## src/rtl/linkon_wake.sv

```systemverilog
module linkon_wake #(
  parameter int HALF_CYCLES = 4
) (
  input  logic clk,
  input  logic rst_n,
  input  logic lps_on,
  input  logic lctrl_bit,
  input  logic lnkon_pkt,
  input  logic int_port_evt,
  input  logic int_cfg_tmo,
  input  logic int_cbl_pwr,
  input  logic int_state_tmo,
  input  logic resume_ie,
  input  logic bus_rst,
  output logic wake_o,
  output logic wake_oe
);
  localparam int PERIOD = 2 * HALF_CYCLES;
  localparam int CW = (PERIOD > 2) ? $clog2(PERIOD) : 1;

  logic          link_idle;
  logic          irq_req;
  logic          pkt_pend;
  logic          wake_on;
  logic [CW-1:0] phase;

  assign link_idle = !(lps_on && lctrl_bit);
  assign irq_req   = int_port_evt |
                     (resume_ie & (int_cfg_tmo | int_cbl_pwr | int_state_tmo));

  always_ff @(posedge clk or negedge rst_n) begin
    if (!rst_n) begin
      pkt_pend <= 1'b0;
    end else if (!link_idle || bus_rst) begin
      pkt_pend <= 1'b0;
    end else if (lnkon_pkt) begin
      pkt_pend <= 1'b1;
    end
  end

  always_ff @(posedge clk or negedge rst_n) begin
    if (!rst_n) begin
      wake_on <= 1'b0;
    end else if (!link_idle) begin
      wake_on <= 1'b0;
    end else if (bus_rst) begin
      wake_on <= irq_req;
    end else if (pkt_pend || irq_req) begin
      wake_on <= 1'b1;
    end
  end

  always_ff @(posedge clk or negedge rst_n) begin
    if (!rst_n) begin
      phase <= '0;
    end else if (!wake_on) begin
      phase <= '0;
    end else if (phase == CW'(PERIOD - 1)) begin
      phase <= '0;
    end else begin
      phase <= phase + 1'b1;
    end
  end

  assign wake_o  = wake_on && (phase < CW'(HALF_CYCLES));
  assign wake_oe = rst_n;
endmodule


```

## config.mk

```make
export PLATFORM = sky130hd
export DESIGN_NAME = linkon_wake
export DESIGN_NICKNAME = d
export VERILOG_FILES = /design/src/rtl/linkon_wake.sv
export SDC_FILE = /design/constraint.sdc
export NUM_CORES = 1
export LEC_CHECK = 0
export BUFFER_PORTS_ARGS = -buffer_cell sky130_fd_sc_hd__buf_4
export CORE_AREA = 4 4 41 43
export CTS_BUF_LIST = sky130_fd_sc_hd__clkbuf_8 sky130_fd_sc_hd__clkbuf_16
export CTS_CLUSTER_SIZE = 40
export DETAILED_ROUTE_END_ITERATION = 6
export DIE_AREA = 0 0 45 47
export GPL_ROUTABILITY_DRIVEN = 0
export SETUP_SLACK_MARGIN = 0.02
export SLEW_MARGIN = 20
export SYNTH_ARGS = -nofsm -noshare
export SYNTH_HDL_FRONTEND = slang
export SYNTH_SLANG_ARGS = --single-unit
export TNS_END_PERCENT = 5
```

## constraint.sdc

```tcl
create_clock -name clk -period 2.06 [get_ports clk]
set_input_delay 0.309 -clock clk [delete_from_list [all_inputs] [get_ports clk]]
set_output_delay 0.309 -clock clk [all_outputs]
set_load 0.02 [all_outputs]
```

==> results.cfg <==
[cts]
clockBufferDepth = 2
cts_htree_levels = 1
clkLatencyLatePin_ps = 220
cts_sinks = 5
numCtsBuffers = 3
cts_root_buffer = clkbuf_8
clk_pin_slew_ps = 40
ctsResizeCount = 0
cts_tree = yes

[timing]
slew_headroom_pct = 85.29
hold_viol = 0
fmax_mhz = 679.4
skew_ps = 2.020
tightest_slew_ps = 218.8
finalCriticalPeriod_ps = 1472
rsz0062_at_grt = no
finalSetupViolations = 0
setup_tns_ps = 0
fin_crit_sh_pct = 71.45
slew_viol_final = 0

[global_route]
grt_pass1_vias = 208
gr-total-overflow = 0
antenna_found_initial = 0
grt_start_max_net_pins = 7
grt_usage_pct = 5.723
grt_pass1_wl_um = 765

[floorplan]
die_area_um2 = 2115
die_x_um = 45
rows = 13
start_util_pct = 17.12
io_pins = 13
core_area_um2 = 1301
die_y_um = 47

[layout]
finalInstanceArea_um2 = 379.1
drive_above_1_share_pct = 44.12
final_cells = 49
area_delta_synth_final_pct = 70.22
num_antenna_cells = 0
nets = 48
utilization_pct = 29.13

[worst_setup_path]
crit_cells = 3
cp_common_cell = buf_4
path_cells = dlygate4sd3_1 -> buf_4 -> buf_4
path_class = input pin to primary output
end_kind = primary output
critPathLaunchType = input pin
reg2reg_depth = 3
cp_num_buf_inv = 3
critPathRequiredTime_ps = 1750
worst-path-max-fanout = 6
slowest_delay_ps = 530
crit_family = buffers and inverters
arrival_ps = 1160
cp_slowest_cell = dlygate4sd3_1

[route]
wl_um = 477
wl_per_cell_um = 9.735
drc = 0
ant_nets = 0
routed_via_density = 4.082
first_pass_iters = 3
drtIter0Drc = 2
num_vias = 200

[synthesis]
synth_area_leader_cell = dfrtp_1
yosysTopAreaCellShare_pct = 56.18
synth_fp_nets = 31
synth.ff_latch_count = 5
syn_inst = 18
synth-warning-count = 0
syn-mean-instance-area_um2 = 12.37
ys_seq_area_share_pct = 56.18
ys_top_cells_by_area = dfrtp_1 56%, ha_1 11%, and2_1 5.6%
synth.distinct_cells = 12
syn_area_um2 = 222.7

[pwr]
leakage_nw = 0.1945
ir_drop_mv = 0.3879
power.density_nw_per_um2 = 999.2
power_mw = 0.3788

[placed_design]
hpwl_um = 387.2
port_buffers = 12
place_area_um2 = 324.1
dp_cells = 44

[hold_path]
hold_class = input pin to flip-flop
hold_depth = 2

[flow_run]
drv_cap = 0

[run_status]
status = completed
placed cells by master (no fill, tap or decap), drive strengths merged, types with 2 or more instances in the layout:
cell type | synthesis | layout
and2 | 2 | 2
buf | 1 | 12
clkbuf | 0 | 3
dfrtp | 5 | 5
ha | 2 | 2
inv | 1 | 2
synth_stat cells, drive strengths merged:
cell type,count
inv,1
nor3b,1
nor2,1
ha,2
o31ai,1
a32oi,1
a211oi,1
nor2b,1
dfrtp,5
and2,2
o21bai,1
buf,1
area by class of cell:
type / instances / area (um^2)
Multi-Input combinational cell: 11 / 86.33
Fill cell: 138 / 922.1
Inverter: 1 / 3.754
Clock inverter: 1 / 3.754
Clock buffer: 3 / 41.29
Timing Repair Buffer: 13 / 100.1
Sequential cell: 5 / 125.1
Tap cell: 15 / 18.77
power by group:
part           internal, mW  switching (mW)
Clock                 0.128          0.0495
Sequential            0.120          0.0110
Combinational        0.0409          0.0294
stage by stage:
| step | setup WS (ps) | hold slack, ps |
|---|---|---|
| floorplan | 1002 | 13.41 |
| global placement | 995.2 | 119.0 |
| detailed placement | 966.2 | 120.2 |
| CTS | 584.6 | 248.5 |
| global route | 547.1 | 246.7 |
| finish | 588.1 | 246.8 |
layer usage:
layer	global-route usage, %	vias to the layer above	routed length [um]	part of all wire [%]
li1	-	94	-	-
met1	5.556	85	199	42
met2	7.345	16	180	38
met3	3.831	5	75	16
met4	7.018	0	23	4.8
met5	0	-	0	0
logic make-up after synthesis:
logic type                 synth area share, %
adders and majority gates                11.23
DFF                                      56.18
and+or+nand+nor                          13.48
buffers and inverters                    5.056
AOI/OAI and AO/OA                        14.05
final timing paths:
check | slack, ps | from | end
hold reg to reg | 430 | phase[0]$_DFF_PN0_ | phase[0]$_DFF_PN0_
setup reg to reg | 970 | phase[0]$_DFF_PN0_ | phase[2]$_DFF_PN0_
hold / removal | 250 | bus_rst | pkt_pend$_DFFE_PN0P_
min in group asynchronous | 430 | rst_n | phase[1]$_DFF_PN0_
setup / recovery | 590 | rst_n | wake_oe
max in group asynchronous | 1520 | rst_n | phase[0]$_DFF_PN0_
sequential cells by signal, indices dropped and copies added, names as in the netlist:
name	cells
pkt_pend	1
wake_on	1
phase	3
repair_timing:
item	CTS	global route
setup endpoints to repair	0	0
hold buffers	1	0
endpoints found under the hold margin	5	0
buffers inserted	0	0
Power figures use the tool's default switching activity.
